--- config.mk ---
export PLATFORM = sky130hd
export DESIGN_NAME = sdirq_unit
export DESIGN_NICKNAME = d
export VERILOG_FILES = /design/src/rtl/sdirq_pkg.sv /design/src/rtl/sdirq_flag.sv /design/src/rtl/sdirq_enables.sv /design/src/rtl/sdirq_line_fsm.sv /design/src/rtl/sdirq_unit.sv
export SDC_FILE = /design/constraint.sdc
export NUM_CORES = 1
export LEC_CHECK = 0
export ABC_AREA = 1
export BUFFER_PORTS_ARGS = -buffer_cell sky130_fd_sc_hd__buf_2
export CORE_MARGIN = 4
export CORE_UTILIZATION = 46
export DETAILED_ROUTE_END_ITERATION = 8
export GPL_TIMING_DRIVEN = 0
export PLACE_DENSITY = 0.75
export SLEW_MARGIN = 20
export SYNTH_ARGS = -nofsm -noshare
export SYNTH_HDL_FRONTEND = slang
export SYNTH_HIERARCHICAL = 1
export SYNTH_SLANG_ARGS = --single-unit
--- constraint.sdc ---
create_clock -name clk -period 1 [get_ports clk]
set_input_delay 0.2 -clock clk [delete_from_list [all_inputs] [get_ports clk]]
set_output_delay 0.2 -clock clk [all_outputs]
set_load 0.01 [all_outputs]
--- src/rtl/sdirq_pkg.sv ---
package sdirq_pkg;

    localparam int SDIRQ_EVENTS  = 9;
    localparam int SDIRQ_REG_W   = 16;
    localparam int SDIRQ_SUM_BIT = 15;
    localparam int SDIRQ_ERR_LO  = 2;

    typedef enum logic [1:0] {
        ADR_STATUS  = 2'd0,
        ADR_CAP_EN  = 2'd1,
        ADR_LINE_EN = 2'd2,
        ADR_SPARE   = 2'd3
    } sdirq_addr_e;

    typedef enum logic {
        LINE_QUIET  = 1'b0,
        LINE_RAISED = 1'b1
    } sdirq_line_e;

endpackage

--- src/rtl/sdirq_flag.sv ---
module sdirq_flag (
    input  logic clk,
    input  logic rst_n,
    input  logic event_i,
    input  logic enable_i,
    input  logic clear_i,
    output logic flag_o
);

    logic flag_q;
    logic set_w;

    assign set_w = event_i & enable_i;

    always_ff @(posedge clk or negedge rst_n) begin
        if (!rst_n)
            flag_q <= 1'b0;
        else if (set_w)
            flag_q <= 1'b1;
        else if (clear_i)
            flag_q <= 1'b0;
    end

    assign flag_o = flag_q;

    // no capture while disabled
    assert_no_set_when_off_R1: assert property (@(posedge clk) disable iff (!rst_n)
        (!enable_i && !flag_q) |=> !flag_q);

    // an event beats a clear on the same edge
    assert_event_wins_R7: assert property (@(posedge clk) disable iff (!rst_n)
        (event_i && enable_i) |=> flag_q);

    // a one clears the flag
    assert_w1c_clears_R3: assert property (@(posedge clk) disable iff (!rst_n)
        (flag_q && clear_i && !(event_i && enable_i)) |=> !flag_q);

    // without a clear the flag holds
    assert_flag_sticky_R3: assert property (@(posedge clk) disable iff (!rst_n)
        (flag_q && !clear_i) |=> flag_q);

endmodule

--- src/rtl/sdirq_enables.sv ---
module sdirq_enables #(
    parameter int NUM_EV  = 9,
    parameter int REG_W   = 16,
    parameter int SUM_BIT = 15
) (
    input  logic              clk,
    input  logic              rst_n,
    input  logic              wr_cap_i,
    input  logic              wr_line_i,
    input  logic [REG_W-1:0]  wdata_i,
    output logic [NUM_EV-1:0] cap_en_o,
    output logic [REG_W-1:0]  line_en_o
);

    localparam logic [REG_W-1:0] LINE_MASK =
        REG_W'((1 << NUM_EV) - 1) | (REG_W'(1) << SUM_BIT);

    logic [NUM_EV-1:0] cap_q;
    logic [REG_W-1:0]  line_q;

    always_ff @(posedge clk or negedge rst_n) begin
        if (!rst_n) begin
            cap_q  <= '0;
            line_q <= '0;
        end else begin
            if (wr_cap_i)
                cap_q <= wdata_i[NUM_EV-1:0];
            if (wr_line_i)
                line_q <= wdata_i & LINE_MASK;
        end
    end

    assign cap_en_o  = cap_q;
    assign line_en_o = line_q;

    // unimplemented line-enable bits never hold a one
    assert_line_mask_R9: assert property (@(posedge clk) disable iff (!rst_n)
        wr_line_i |=> ((line_en_o & ~LINE_MASK) == '0));

endmodule

--- src/rtl/sdirq_line_fsm.sv ---
module sdirq_line_fsm
    import sdirq_pkg::*;
#(
    parameter int REG_W = 16
) (
    input  logic             clk,
    input  logic             rst_n,
    input  logic [REG_W-1:0] status_i,
    input  logic [REG_W-1:0] line_en_i,
    output logic             irq_o
);

    sdirq_line_e state_q, state_d;
    logic        pending_w;

    assign pending_w = |(status_i & line_en_i);

    always_ff @(posedge clk or negedge rst_n) begin
        if (!rst_n)
            state_q <= LINE_QUIET;
        else
            state_q <= state_d;
    end

    always_comb begin
        state_d = state_q;
        unique case (state_q)
            LINE_QUIET:  if (pending_w)  state_d = LINE_RAISED;
            LINE_RAISED: if (!pending_w) state_d = LINE_QUIET;
        endcase
    end

    always_comb begin
        irq_o = 1'b0;
        unique case (state_q)
            LINE_QUIET:  irq_o = 1'b0;
            LINE_RAISED: irq_o = 1'b1;
        endcase
    end

    // a zero line-enable register keeps the line low
    assert_line_low_when_off_R5: assert property (@(posedge clk) disable iff (!rst_n)
        (line_en_i == '0) |=> !irq_o);

    // an enabled flag raises the line one cycle later
    assert_line_rises_R4: assert property (@(posedge clk) disable iff (!rst_n)
        (|(status_i & line_en_i)) |=> irq_o);

    // no enabled flag drops the line one cycle later
    assert_line_drops_R4: assert property (@(posedge clk) disable iff (!rst_n)
        !(|(status_i & line_en_i)) |=> !irq_o);

endmodule

--- src/rtl/sdirq_unit.sv ---
module sdirq_unit
    import sdirq_pkg::*;
#(
    parameter int NUM_EV  = SDIRQ_EVENTS,
    parameter int REG_W   = SDIRQ_REG_W,
    parameter int SUM_BIT = SDIRQ_SUM_BIT,
    parameter int ERR_LO  = SDIRQ_ERR_LO
) (
    input  logic              clk,
    input  logic              rst_n,
    input  logic [NUM_EV-1:0] ev_i,
    input  logic              reg_wr,
    input  logic [1:0]        reg_addr,
    input  logic [REG_W-1:0]  reg_wdata,
    output logic [REG_W-1:0]  reg_rdata,
    output logic              irq_o
);

    sdirq_addr_e       addr_w;
    logic              wr_status, wr_cap, wr_line;
    logic [NUM_EV-1:0] cap_en;
    logic [REG_W-1:0]  line_en;
    logic [NUM_EV-1:0] flags;
    logic              summary;
    logic [REG_W-1:0]  status_full;

    assign addr_w = sdirq_addr_e'(reg_addr);

    always_comb begin
        wr_status = 1'b0;
        wr_cap    = 1'b0;
        wr_line   = 1'b0;
        unique case (addr_w)
            ADR_STATUS:  wr_status = reg_wr;
            ADR_CAP_EN:  wr_cap    = reg_wr;
            ADR_LINE_EN: wr_line   = reg_wr;
            ADR_SPARE:   ;
        endcase
    end

    sdirq_enables #(
        .NUM_EV  (NUM_EV),
        .REG_W   (REG_W),
        .SUM_BIT (SUM_BIT)
    ) u_enables (
        .clk       (clk),
        .rst_n     (rst_n),
        .wr_cap_i  (wr_cap),
        .wr_line_i (wr_line),
        .wdata_i   (reg_wdata),
        .cap_en_o  (cap_en),
        .line_en_o (line_en)
    );

    for (genvar i = 0; i < NUM_EV; i++) begin : g_flag
        sdirq_flag u_flag (
            .clk      (clk),
            .rst_n    (rst_n),
            .event_i  (ev_i[i]),
            .enable_i (cap_en[i]),
            .clear_i  (wr_status & reg_wdata[i]),
            .flag_o   (flags[i])
        );
    end

    assign summary = |flags[NUM_EV-1:ERR_LO];

    always_comb begin
        status_full          = '0;
        status_full[NUM_EV-1:0] = flags;
        status_full[SUM_BIT] = summary;
    end

    always_comb begin
        reg_rdata = '0;
        unique case (addr_w)
            ADR_STATUS:  reg_rdata = status_full;
            ADR_CAP_EN:  reg_rdata[NUM_EV-1:0] = cap_en;
            ADR_LINE_EN: reg_rdata = line_en;
            ADR_SPARE:   reg_rdata = '0;
        endcase
    end

    sdirq_line_fsm #(
        .REG_W (REG_W)
    ) u_line (
        .clk       (clk),
        .rst_n     (rst_n),
        .status_i  (status_full),
        .line_en_i (line_en),
        .irq_o     (irq_o)
    );

    // the summary cannot be cleared while an error flag stays up
    assert_summary_held_R2: assert property (@(posedge clk) disable iff (!rst_n)
        (status_full[SUM_BIT] && !wr_status) |=> status_full[SUM_BIT]);

endmodule

# Word level (Yosys, flattened, before mapping)
# Index checks and enable logic that the tools add are counted.
dict set report classes {
  n_eq_ne 3
  n_mux 25
  bitwise 20
  n_reduce_logical 12
}
# cell count
set ops {}
lappend ops {{$pmux W9 S4} 1}
lappend ops {{$mux W1} 22}
lappend ops {{$and A1 B1 Y1} 18}
lappend ops {{$reduce_bool A2 Y1} 9}
lappend ops {{$and A16 B16 Y16} 1}
lappend ops {{$reduce_or A16 Y1} 1}
lappend ops {{$pmux W7 S2} 1}
lappend ops {{$reduce_or A7 Y1} 1}
lappend ops {{$eq A2 B2 Y1 const B} 2}
lappend ops {{$eq A2 B1 Y1 const B} 1}
lappend ops {{$logic_not A2 Y1} 1}
lappend ops {{$pmux W1 S2} 1}
lappend ops {{$not A1 Y1} 1}
dict set report word_totals {
  reg_bits 29
  input_bits 30
  out_inout_bits 17
  elab_cells 72
}

# Depth between registers and ports, before layout
dict set report depth {
  ltp_word 5
  mapped_depth 8
  ltp_nobuf 8
}

# By module
# Netlist, hierarchy kept.
# module n_inst cells_per_inst area_per_inst_um2 seq_area_each_um2
set by_module_without_submodules {}
lappend by_module_without_submodules {sdirq_enables 1 87 773.2 475.5}
lappend by_module_without_submodules {sdirq_unit 1 89 364.1 0.0}
lappend by_module_without_submodules {sdirq_flag 9 5 40.0 25.0}
lappend by_module_without_submodules {sdirq_line_fsm 1 36 158.9 25.0}

# Worst setup path after synthesis
# OpenSTA, ideal clock, no wires.
dict set report synth_timing {
  path_kind {reg-to-reg}
  from {register g_flag[2].u_flag.flag_q}
  to {register u_line.state_q}
  setup_time_ns 0.119
  arrival_ns 0.919
  slack_ns -0.037
  stages_incl_launch_ff 9
  path_buffers 0
  synth_period_minus_slack_ns 1.037
  cell_sequence {dfrtp_1 > nor2_1 > nand4_1 > nand2_1 > nand2_1 > inv_1 > nand2_1 > nor2_1 > nand2_1}
}
dict set report synth_between {
  elab_chain_len 4
}
# element line_no
set synth_lines {}
lappend synth_lines {{start: declaration} sdirq_flag.sv:10} ;# logic flag_q;
lappend synth_lines {{start signal: assignment} sdirq_flag.sv:17} ;# flag_q <= 1'b0;
lappend synth_lines {{start signal: assignment} sdirq_flag.sv:19} ;# flag_q <= 1'b1;
lappend synth_lines {{start signal: assignment} sdirq_flag.sv:21} ;# flag_q <= 1'b0;
lappend synth_lines {{$reduce_or A7 Y1} sdirq_unit.sv:66} ;# assign summary = |flags[NUM_EV-1:ERR_LO];
lappend synth_lines {{net summary} sdirq_unit.sv:24} ;# logic summary;
lappend synth_lines {{$and A16 B16 Y16} sdirq_line_fsm.sv:16} ;# assign pending_w = |(status_i & line_en_i);
lappend synth_lines {{$reduce_or A16 Y1} sdirq_line_fsm.sv:16}
lappend synth_lines {{net u_line.pending_w} sdirq_line_fsm.sv:14} ;# logic pending_w;
lappend synth_lines {{$mux W1} {sdirq_line_fsm.sv:28, sdirq_line_fsm.sv:29}}
lappend synth_lines {{end signal: assignment} sdirq_line_fsm.sv:22} ;# state_q <= state_d;
lappend synth_lines {{end: declaration} sdirq_line_fsm.sv:13} ;# sdirq_line_e state_q, state_d;
# The timed path passes the listed nets, and every way through them passes these cells.
# A chain may end at the register's enable or synchronous reset.

# Worst setup path after layout
dict set report layout_timing {
  from {register g_flag[4].u_flag.flag_q}
  to {output reg_rdata[15]}
}
dict set report layout_between {
  elab_chain_len 2
}
# element line_no
set layout_lines {}
lappend layout_lines {{start: declaration} sdirq_flag.sv:10}
lappend layout_lines {{start signal: assignment} sdirq_flag.sv:17}
lappend layout_lines {{start signal: assignment} sdirq_flag.sv:19}
lappend layout_lines {{start signal: assignment} sdirq_flag.sv:21}
lappend layout_lines {{$reduce_or A7 Y1} sdirq_unit.sv:66}
lappend layout_lines {{$pmux W7 S2} sdirq_unit.sv:76} ;# unique case (addr_w)
lappend layout_lines {{end: declaration} sdirq_unit.sv:15} ;# output logic [REG_W-1:0] reg_rdata,
# Every way passes these cells.

==> impl_metrics.json <==
{
  "status": "finished, violations left",
  "violations": "negative setup slack",
  "max_slew_margin_pct": 56.1,
  "criticalPathCategory": "flip-flop to output port",
  "drt-pass1-iter-count": 4,
  "path_max_fanout": 2,
  "wl_per_cell_um": 11.4,
  "r2r-start": "g_flag[4].u_flag/flag_o",
  "worstPathArrival_ps": 1260,
  "clkLatencyLatePin_ps": 330,
  "antenna_found_initial": 0,
  "fin_skew_ps": 8.64,
  "leakagePower_nw": 1.28,
  "dieArea_um2": 4630,
  "place_congestion": 0.801,
  "power_density_nw_per_um2": 1530,
  "synth_cell_types": 15,
  "grtUsageTotal_pct": 20.0,
  "required_ps": 800,
  "core_um2": 3420,
  "slew_violations": 0,
  "setup_viol": 12,
  "vdd_ir_drop_max_mv": 1.10,
  "cts_buffer_depth": 2,
  "critPathLaunchType": "flip-flop",
  "ys_warn_count": 6,
  "hp-class": "input pin to flip-flop",
  "synthToLayoutAreaGrowth_pct": 32.9,
  "hold_slack_ps": 67.4,
  "total_power_w": 0.00338,
  "layout_min_cycle_time_ps": 1460,
  "cts-root-buf": "clkbuf_4",
  "cts_made_buffers": 5,
  "max_freq_ghz": 0.683,
  "cts_tree": "built",
  "synth-seq-cells": 29,
  "r2r_cells": 9,
  "worst_pin_slew_ps": 659,
  "syn_avg_cell_area_um2": 6.45,
  "hold_end": "g_flag[2].u_flag/flag_o",
  "drt_iter0_markers": 91,
  "worstHoldStart": "ev_i[2]",
  "grt_max_degree": 30,
  "grt_pass1_vias": 1503,
  "clkSinkCount": 29,
  "via_per_inst": 4.46,
  "htreeDepth": 2,
  "setup_slack_ps": -465,
  "syn_area_um2": 1660,
  "drv_cap": 0,
  "antenna_cells": 0,
  "gr-total-overflow": 0,
  "rsz0062_at_grt": "yes",
  "wl_mm": 4.27,
  "dp.final_hpwl_mm": 2.84,
  "vias": 1673,
  "netlist_instances": 257,
  "fin_nets": 358,
  "io_buffers": 34,
  "whs_path_depth": 3,
  "drive_gt1_share_pct": 25.2,
  "endpoint_kind": "output port",
  "hold_violations": 0,
  "clkTransAtPathRegs_ps": 100,
  "rrSetupSlack_ps": -220,
  "rows": 21,
  "fin_crit_sh_pct": 146,
  "r2r_end": "u_line/state_q",
  "nFillCells": 334,
  "die_h_um": 68.0,
  "ios": 47,
  "drc": 0,
  "antenna_left": 0,
  "yosysSeqAreaShare_pct": 43.8,
  "die_w_um": 68.0,
  "initial_core_util_pct": 48.5,
  "grt_pass1_wl_mm": 6.68
}
## routing by layer
layer / vias up / part of all wire (%) / global-route usage, % / routed length [um]
met5: - / 0 / 0 / 0
met4: 0 / 0.70 / 6.70 / 30
met3: 5 / 5.9 / 6.08 / 253
met2: 44 / 50 / 34.1 / 2120
met1: 749 / 44 / 23.9 / 1860
li1: 875 / - / - / -
## registers in the layout, indices dropped and copies added, names as in the netlist
name	flops
u_enables/line_en_o	10
u_enables/cap_en_o	9
g_flag.u_flag/flag_o	9
u_line/state_q	1
## cell families after synthesis
logic type | count (synthesis) | share of synthesized area [%]
AO/OA/AOI/OAI | 1 | 0.302
buffers and inverters | 47 | 13.7
flip-flops | 29 | 43.8
other | 2 | 0.453
AND/OR/NAND/NOR | 178 | 41.7
## cell usage in the layout (no fill, tap or decap)
cell	count
o21ai_1	1
clkbuf_8	2
buf_6	8
nor2_1	18
nor2_4	1
clkbuf_4	5
nand4_1	2
buf_4	23
nand2_1	140
nor3_1	1
dfrtp_1	29
inv_1	35
nand3_2	2
nand2_2	2
buf_2	32
nor2_2	5
inv_2	1
nand3_1	7
clkinv_2	1
conb_1	12
inv_6	1
dlygate4sd3_1	1
## through the flow
stage                     TNS [ps]  instance area [um2]  setup slack, ps  cells  utilization, %
after global placement       -6100                 1920             -254    347            56.3
after CTS                    -3490                 2140             -468    370            62.6
after global routing         -4470                 2200             -591    375            64.4
final                        -3600                 2200             -465    375            64.4
after floorplan              -8.66                 1690            -8.66    267               -
after detailed placement     -6870                 1920             -265    347            56.3
## cell type report
type | count | area [um2] | share of cell area (%)
plain buffers | 10 | 86.3 | 3.92
well taps | 46 | 57.6 | 2.62
clock inverters | 1 | 5.00 | 0.227
repair buffers | 54 | 347 | 15.7
inverters | 37 | 144 | 6.54
clock buffers | 7 | 65.1 | 2.96
multi-input cells | 191 | 771 | 35.0
flip-flops and latches | 29 | 726 | 33.0
## cells in the mapped netlist, drive strengths merged
| library cell | count | area [um2] |
|---|---|---|
| dfrtp | 29 | 726 |
| nand3 | 9 | 45.0 |
| conb | 2 | 7.51 |
| buf | 10 | 83.8 |
| nand4 | 2 | 12.5 |
| o21ai | 1 | 5.00 |
| inv | 37 | 144 |
| nor2 | 24 | 95.1 |
| nor3 | 1 | 5.00 |
| nand2 | 142 | 533 |
## critical path: stages (launching register included)
cell     delay (ps)
dfrtp_1         410
nor2_2          140
nand2_1          60
o21ai_1         120
nand2_1          70
buf_2           140
## worst max-delay path by stage
| stage | startpoint | endpoint | cells after the start |
|---|---|---|---|
| final | g_flag[4].u_flag/flag_o | reg_rdata[15] | 5 |
| after global placement | reg_addr[0] | reg_rdata[7] | 6 |
| after CTS | g_flag[3].u_flag/flag_o | reg_rdata[15] | 5 |
| after global routing | g_flag[4].u_flag/flag_o | reg_rdata[15] | 5 |
| after floorplan | g_flag[6].u_flag/flag_o | u_line/state_q | 8 |
| after detailed placement | reg_addr[0] | reg_rdata[7] | 6 |
## timing repair
action                                 4_1_cts  5_1_grt
hold buffers                                 1        0
pin swaps                                    7        7
setup buffers                               14        6
gates resized for setup                      9        6
endpoints found under the hold margin       29        0
setup endpoints to repair                   12       14
## report_power, final
part | switching [W] | internal (W) | leakage, nW | total [W]
Sequential | 0.000154 | 0.00137 | 0.338 | 0.00153
Combinational | 0.000517 | 0.000501 | 0.899 | 0.00102
Clock | 0.000424 | 0.000407 | 0.0413 | 0.000831
Total | 0.00109 | 0.00228 | 1.28 | 0.00338
Note: power is estimated with default switching activity, not from simulation.
